===== src/rtl/susp_mod_pkg.sv =====
package susp_mod_pkg;
  localparam int unsigned CNT_W    = 8;
  localparam int unsigned ADDR_W   = 16;
  localparam int unsigned NUM_TMR  = 2;
  localparam int unsigned TMR_IRQ  = 0;
  localparam int unsigned TMR_GFX  = 1;
  localparam logic [15:0] TRIG_PORT = 16'h0061;
endpackage


===== src/rtl/win_len_reg.sv =====
module win_len_reg #(
  parameter int unsigned W = 8
) (
  input  logic         clk_i,
  input  logic         rst_ni,
  input  logic         we_i,
  input  logic [W-1:0] d_i,
  output logic [W-1:0] q_o
);
  always_ff @(posedge clk_i or negedge rst_ni) begin
    if (!rst_ni)   q_o <= '0;
    else if (we_i) q_o <= d_i;
  end

  assert_wr_R2: assert property (@(posedge clk_i) disable iff (!rst_ni)
    we_i |=> q_o == $past(d_i));
  assert_hold_R2: assert property (@(posedge clk_i) disable iff (!rst_ni)
    !we_i |=> $stable(q_o));
endmodule


===== src/rtl/activity_qual.sv =====
module activity_qual #(
  parameter int unsigned    ADDR_W    = 16,
  parameter logic [ADDR_W-1:0] TRIG_PORT = 'h61
) (
  input  logic              irq_pulse_i,
  input  logic              io_stb_i,
  input  logic [ADDR_W-1:0] io_addr_i,
  input  logic              gfx_acc_i,
  output logic              irq_hit_o,
  output logic              gfx_hit_o
);
  logic port_match;
  assign port_match = io_stb_i && (io_addr_i == TRIG_PORT);
  assign irq_hit_o  = irq_pulse_i || port_match;
  assign gfx_hit_o  = gfx_acc_i;

  always_comb begin
    assert_port_only_R3: assert (!(io_stb_i && !irq_pulse_i && io_addr_i != TRIG_PORT) || !irq_hit_o);
  end
endmodule


===== src/rtl/speedup_counter.sv =====
module speedup_counter #(
  parameter int unsigned CNT_W = 8
) (
  input  logic             clk_i,
  input  logic             rst_ni,
  input  logic             en_i,
  input  logic             evt_i,
  input  logic             tick_i,
  input  logic [CNT_W-1:0] len_i,
  output logic             run_o
);
  logic [CNT_W-1:0] cnt_q;

  always_ff @(posedge clk_i or negedge rst_ni) begin
    if (!rst_ni)                    cnt_q <= '0;
    else if (!en_i)                 cnt_q <= '0;
    else if (evt_i)                 cnt_q <= len_i;  // reload wins over tick
    else if (tick_i && cnt_q != '0) cnt_q <= cnt_q - 1'b1;
  end

  assign run_o = cnt_q != '0;

  assert_load_R7: assert property (@(posedge clk_i) disable iff (!rst_ni)
    (en_i && evt_i) |=> cnt_q == $past(len_i));
  assert_dec_R5: assert property (@(posedge clk_i) disable iff (!rst_ni)
    (en_i && !evt_i && tick_i && run_o) |=> cnt_q == $past(cnt_q) - 1'b1);
  assert_hold_R5: assert property (@(posedge clk_i) disable iff (!rst_ni)
    (en_i && !evt_i && !tick_i) |=> $stable(cnt_q));
  assert_stay_zero_R6: assert property (@(posedge clk_i) disable iff (!rst_ni)
    (!run_o && !evt_i) |=> !run_o);
  assert_clear_R9: assert property (@(posedge clk_i) disable iff (!rst_ni)
    !en_i |=> !run_o);
endmodule


===== src/rtl/susp_mod_override.sv =====
module susp_mod_override
  import susp_mod_pkg::*;
#(
  parameter int unsigned CW = CNT_W,
  parameter int unsigned AW = ADDR_W,
  parameter logic [AW-1:0] PORT = TRIG_PORT
) (
  input  logic          clk_i,
  input  logic          rst_ni,
  input  logic          mod_en_i,
  input  logic          tick_i,
  input  logic          irq_pulse_i,
  input  logic          io_stb_i,
  input  logic [AW-1:0] io_addr_i,
  input  logic          gfx_acc_i,
  input  logic          irq_len_we_i,
  input  logic [CW-1:0] irq_len_i,
  input  logic          gfx_len_we_i,
  input  logic [CW-1:0] gfx_len_i,
  output logic [CW-1:0] irq_len_o,
  output logic [CW-1:0] gfx_len_o,
  output logic          inhibit_o
);
  logic [NUM_TMR-1:0]         we_v, hit_v, run_v;
  logic [NUM_TMR-1:0][CW-1:0] din_v, len_v;

  assign we_v[TMR_IRQ]  = irq_len_we_i;
  assign we_v[TMR_GFX]  = gfx_len_we_i;
  assign din_v[TMR_IRQ] = irq_len_i;
  assign din_v[TMR_GFX] = gfx_len_i;

  activity_qual #(.ADDR_W(AW), .TRIG_PORT(PORT)) u_qual (
    .irq_pulse_i (irq_pulse_i),
    .io_stb_i    (io_stb_i),
    .io_addr_i   (io_addr_i),
    .gfx_acc_i   (gfx_acc_i),
    .irq_hit_o   (hit_v[TMR_IRQ]),
    .gfx_hit_o   (hit_v[TMR_GFX])
  );

  for (genvar t = 0; t < NUM_TMR; t++) begin : g_tmr
    win_len_reg #(.W(CW)) u_len (
      .clk_i  (clk_i),
      .rst_ni (rst_ni),
      .we_i   (we_v[t]),
      .d_i    (din_v[t]),
      .q_o    (len_v[t])
    );
    speedup_counter #(.CNT_W(CW)) u_cnt (
      .clk_i  (clk_i),
      .rst_ni (rst_ni),
      .en_i   (mod_en_i),
      .evt_i  (hit_v[t]),
      .tick_i (tick_i),
      .len_i  (len_v[t]),
      .run_o  (run_v[t])
    );
  end

  assign irq_len_o = len_v[TMR_IRQ];
  assign gfx_len_o = len_v[TMR_GFX];
  assign inhibit_o = mod_en_i && (|run_v);

  assert_evt_inhibit_R8: assert property (@(posedge clk_i) disable iff (!rst_ni)
    (mod_en_i && irq_pulse_i && irq_len_o != '0) |=> (!mod_en_i || inhibit_o));
  assert_gfx_inhibit_R4: assert property (@(posedge clk_i) disable iff (!rst_ni)
    (mod_en_i && gfx_acc_i && gfx_len_o != '0) |=> (!mod_en_i || inhibit_o));
  assert_zero_len_R10: assert property (@(posedge clk_i) disable iff (!rst_ni)
    (!inhibit_o && len_v == '0) |=> !inhibit_o);
  assert_disabled_R9: assert property (@(posedge clk_i) disable iff (!rst_ni)
    $fell(mod_en_i) |-> !inhibit_o);
endmodule


===== config.mk =====
export PLATFORM = sky130hd
export DESIGN_NAME = susp_mod_override
export DESIGN_NICKNAME = d
export VERILOG_FILES = /design/src/rtl/susp_mod_pkg.sv /design/src/rtl/win_len_reg.sv /design/src/rtl/activity_qual.sv /design/src/rtl/speedup_counter.sv /design/src/rtl/susp_mod_override.sv
export SDC_FILE = /design/constraint.sdc
export NUM_CORES = 1
export LEC_CHECK = 0
export ABC_AREA = 1
export BUFFER_PORTS_ARGS = -buffer_cell sky130_fd_sc_hd__buf_2
export CORE_ASPECT_RATIO = 0.7
export CORE_UTILIZATION = 35
export DETAILED_ROUTE_END_ITERATION = 6
export PLACE_DENSITY_LB_ADDON = 0.1
export SLEW_MARGIN = 25
export SYNTH_ARGS = -nofsm -noshare
export SYNTH_HDL_FRONTEND = slang
export SYNTH_SLANG_ARGS = --single-unit

===== constraint.sdc =====
create_clock -name clk_i -period 2.1 [get_ports clk_i]
set_input_delay 0.42 -clock clk_i [delete_from_list [all_inputs] [get_ports clk_i]]
set_output_delay 0.42 -clock clk_i [all_outputs]
set_load 0.01 [all_outputs]

==> impl_results.rst <==
.. list-table::
   :header-rows: 1

   * - Metric
     - Value
   * - Run status
     - finished clean
   * - Relative contribution of sequential cells to total power
     - 0.414
   * - Total negative setup slack
     - 0 ns
   * - Clock tree from TritonCTS
     - yes
   * - Hpwl dp
     - 3155 µm
   * - FF-to-FF Start
     - g_tmr[1].u_cnt.cnt_q[0]
   * - Slowest CP cell
     - sky130_fd_sc_hd__dfrtp_1
   * - Number of design rule violations left after detail routing
     - 0
   * - Die area
     - 5601 µm²
   * - Critical path startpoint category
     - flop
   * - 1st-iter DRT viols
     - 75
   * - Worst skew pair latency
     - 0.29 ns
   * - Nets@finish
     - 334
   * - Share of post-route cells with drive strength above 1
     - 0.3436
   * - Sw frac
     - 0.3170
   * - Most repeated library cell on the critical path
     - sky130_fd_sc_hd__inv_1
   * - Core Box Area
     - 4940 µm²
   * - Final hold violation count
     - 0
   * - Critical Path Sink Type
     - output port
   * - Area growth, synth to finish
     - 25.49%
   * - GR Overflow Total
     - 0
   * - Async S/R FF share, synth
     - 1.000
   * - Count of yosys warnings during synthesis
     - 0
   * - FF-to-FF path depth
     - 9
   * - Ant diodes
     - 0
   * - Multiplexer share of the synthesized area
     - 0.07822
   * - Routed WL per cell
     - 11.79 µm
   * - Post-Synth Simple-Gate Area
     - 0.3136
   * - Internal power of the cells
     - 0.001233 W
   * - Number of buffers added on ports
     - 57
   * - CTS hold repair buffers
     - 0
   * - Worst Max-Slew Pin Slew
     - 0.7241 ns
   * - Switching Power
     - 0.0005722 W
   * - Syn avg cell area
     - 8.103 µm²
   * - Synthesized instance count
     - 229
   * - Count of max-cap constraint violations
     - 0
   * - Maximum number of pins on one net before global-route repair
     - 33
   * - Number of cells after detailed placement
     - 352
   * - Leakage
     - 1.217 nW
   * - Sequential fraction of the synthesis area
     - 0.4316
   * - Setup violations, final
     - 0
   * - Routability-driven placement congestion ratio
     - 0.8258
   * - Maximum buffer depth of the clock tree
     - 2
   * - Normalized max-slew margin
     - 0.5173
   * - Capturing instance or port of the critical path
     - inhibit_o
   * - Fin crit share
     - 0.9421
   * - Number of global-route vias before repair
     - 1542
   * - Worst min path class
     - in2async
   * - Required time of the worst setup path
     - 1.68 ns
   * - Synthesized netlist net count
     - 273
   * - Highest clock rate
     - 505.5 MHz
   * - Utilization of the core after routing
     - 0.4714
   * - Core Rows
     - 21
   * - Minimum setup slack among reg-to-reg paths
     - 0.38 ns
   * - Total via count after detailed routing
     - 1608
   * - Die Ht
     - 62.92 µm
   * - Combinational cell fraction of total power
     - 0.260
   * - H-tree depth
     - 2
   * - Syn Std Cell Area
     - 1856 µm²
   * - Critical path class
     - reg2out
   * - Chip Width
     - 89.03 µm
   * - Antenna violations before repair
     - 0
   * - Routed wire length
     - 4243 µm
   * - Part of the power in the clock network
     - 0.326
   * - Filler instances
     - 528
   * - Effective utilization at floorplan
     - 0.3756
   * - Final Slew Violations
     - 0
   * - Post-Synth Adder-Cell Area
     - 0.02023
   * - Post-Synth XOR/XNOR Area
     - 0.01416
   * - Synthesized flop and latch total
     - 32
   * - Worst EP arrival
     - 1.56 ns
   * - Dominant combinational cell family by area after synthesis
     - simple AND/OR/NAND/NOR gates
   * - Main flop type after synthesis
     - sky130_fd_sc_hd__dfrtp_1
   * - Sequence of cells on the critical path
     - inv_1 -> ha_1 -> inv_1 -> nor2_2 -> nand4_1 -> nor3_2 -> nor2_1 -> buf_2
   * - Number of detailed-route iterations in the first pass
     - 4
   * - Capture instance of the worst register-to-register path
     - g_tmr[1].u_cnt.cnt_q[5]
   * - Antenna Violating Nets Remaining
     - 0
   * - Root Buffer
     - sky130_fd_sc_hd__clkbuf_8
   * - CTS clk-pin slew, worst paths
     - 0.07 ns
   * - Routed via count divided by cell count
     - 4.467
   * - Top-level port count
     - 58
   * - RSZ-0062 raised after global routing
     - false
   * - Num Clock Sinks
     - 32
   * - Final Instance Count excl. Fillers
     - 360
   * - Worst IR Drop VDD
     - 0.3127 mV
   * - Total buffers and inverters traversed by the critical path
     - 3
   * - Category of cells accounting for the largest share of critical-path delay
     - simple AND/OR/NAND/NOR gates
   * - Count of flip-flops with a built-in enable after synthesis
     - 0
   * - Number of different library cells in the post-synthesis netlist
     - 28
   * - Number of cells on the critical path
     - 8
   * - PwrDens
     - 775.2 nW/µm²
   * - TritonCTS Buffers
     - 5
   * - Area fraction in compound gates after synthesis
     - 0.08024
   * - Delay of the slowest critical-path stage
     - 0.37 ns
   * - Top fanout value on the critical path
     - 4
   * - Launch point of the worst path
     - g_tmr[0].u_cnt.cnt_q[0]
   * - Wire length of the first global-routing pass
     - 7348 µm
   * - Overall track demand over capacity in global routing
     - 0.1738
   * - Fin crit period
     - 1.978 ns
   * - Post-Route Skew
     - 0.006566 ns
==> per-layer routing <==
layer,track usage,up-vias,wire length (µm)
met3,0.04888,7,270
li1,-,856,-
met4,0.05357,0,44
met5,0,-,0
met1,0.2781,693,2460
met2,0.2183,52,1467
==> registers in the layout, summed over array words and instances (netlist names) <==
name and flops:
g_tmr.u_cnt.cnt_q 16, g_tmr.u_len.q_o 16
==> metrics by stage <==
step                      hold WS (ns)  setup slack, ns  instance area, µm²  total power, W
after global routing            0.2425         0.005747                2328        0.001932
after global placement          0.4688           0.3721                2216        0.001225
after detailed placement        0.4690           0.3814                2216        0.001223
final                           0.1879           0.1216                2328        0.001805
after floorplan                 0.1244           0.6165                1856        0.001069
after CTS                       0.2103          0.06317                2323        0.001821
==> layout by cell type, fill, tap and decap left out, types with 3 or more instances in the layout <==
cell type	synthesis	layout
sky130_fd_sc_hd__nand2_1	67	67
sky130_fd_sc_hd__buf_2	0	57
sky130_fd_sc_hd__dfrtp_1	32	32
sky130_fd_sc_hd__inv_1	23	23
sky130_fd_sc_hd__nor2_1	17	17
sky130_fd_sc_hd__nand3_1	12	12
sky130_fd_sc_hd__mux2_2	12	12
sky130_fd_sc_hd__o21ai_0	11	11
sky130_fd_sc_hd__nand2_2	10	10
sky130_fd_sc_hd__o21ai_1	8	8
sky130_fd_sc_hd__o22ai_1	6	6
sky130_fd_sc_hd__nor2_2	5	5
sky130_fd_sc_hd__clkbuf_8	0	5
sky130_fd_sc_hd__ha_1	3	3
==> cells in the mapped netlist (2+ instances only) <==
cell type	instances	area share
sky130_fd_sc_hd__a21oi_1	2	0.0054
sky130_fd_sc_hd__clkbuf_1	3	0.0061
sky130_fd_sc_hd__dfrtp_1	32	0.43
sky130_fd_sc_hd__ha_1	3	0.020
sky130_fd_sc_hd__inv_1	23	0.047
sky130_fd_sc_hd__inv_2	2	0.0040
sky130_fd_sc_hd__mux2_2	12	0.073
sky130_fd_sc_hd__nand2_1	67	0.14
sky130_fd_sc_hd__nand2_2	10	0.034
sky130_fd_sc_hd__nand3_1	12	0.032
sky130_fd_sc_hd__nand4_1	2	0.0067
sky130_fd_sc_hd__nor2_1	17	0.034
sky130_fd_sc_hd__nor2_2	5	0.017
sky130_fd_sc_hd__nor2_8	2	0.022
sky130_fd_sc_hd__o21ai_0	11	0.030
sky130_fd_sc_hd__o21ai_1	8	0.022
sky130_fd_sc_hd__o22ai_1	6	0.020
sky130_fd_sc_hd__xor2_1	2	0.0094
==> layout make-up <==
cell class              instances  area [µm²]  area share
clock buffers                   6       72.57     0.03117
clock inverters                 2       35.03     0.01505
inverters                      27       103.9     0.04460
multi-input cells             167       944.7      0.4057
flip-flops and latches         32       800.8      0.3439
well taps                      69       86.33     0.03708
repair buffers                 57       285.3      0.1225
==> logic make-up after synthesis <==
| logic type | count (synthesis) |
|---|---|
| flip-flops | 32 |
| buffers and inverters | 30 |
| AO/OA/AOI/OAI | 28 |
| AND/OR/NAND/NOR | 120 |
| adder cells (fa/ha/maj) | 3 |
| multiplexers | 13 |
| XOR/XNOR | 3 |
==> timing repair <==
action                     4_1_cts  5_1_grt
setup endpoints to repair        0        1
setup buffers                    0        0
gates resized for setup          0        1
==> power groups by stage <==
stage / combinational, W / clock, W / sequential, W
4_1_cts: 0.000468 / 0.000606 / 0.000747
3_5_place_dp: 0.000464 / 0 / 0.000759
2_1_floorplan: 0.000309 / 0 / 0.000760
3_3_place_gp: 0.000469 / 0 / 0.000756
6_report: 0.000469 / 0.000589 / 0.000747
5_1_grt: 0.000537 / 0.000636 / 0.000759
==> worst min path at each step <==
| stage | cells past startpoint | to | slack (ns) | from |
|---|---|---|---|---|
| 2_1_floorplan | 0 | g_tmr[0].u_cnt.cnt_q[0] | 0.12 | rst_ni |
| 3_3_place_gp | 2 | g_tmr[0].u_cnt.cnt_q[0] | 0.47 | g_tmr[0].u_cnt.cnt_q[0] |
| 5_1_grt | 1 | g_tmr[0].u_len.q_o[2] | 0.24 | rst_ni |
| 4_1_cts | 1 | g_tmr[0].u_cnt.cnt_q[2] | 0.21 | rst_ni |
| 3_5_place_dp | 2 | g_tmr[0].u_cnt.cnt_q[0] | 0.47 | g_tmr[0].u_cnt.cnt_q[0] |
| 6_report | 1 | g_tmr[0].u_len.q_o[2] | 0.19 | rst_ni |
No activity file was read; power rests on OpenSTA's default activity.
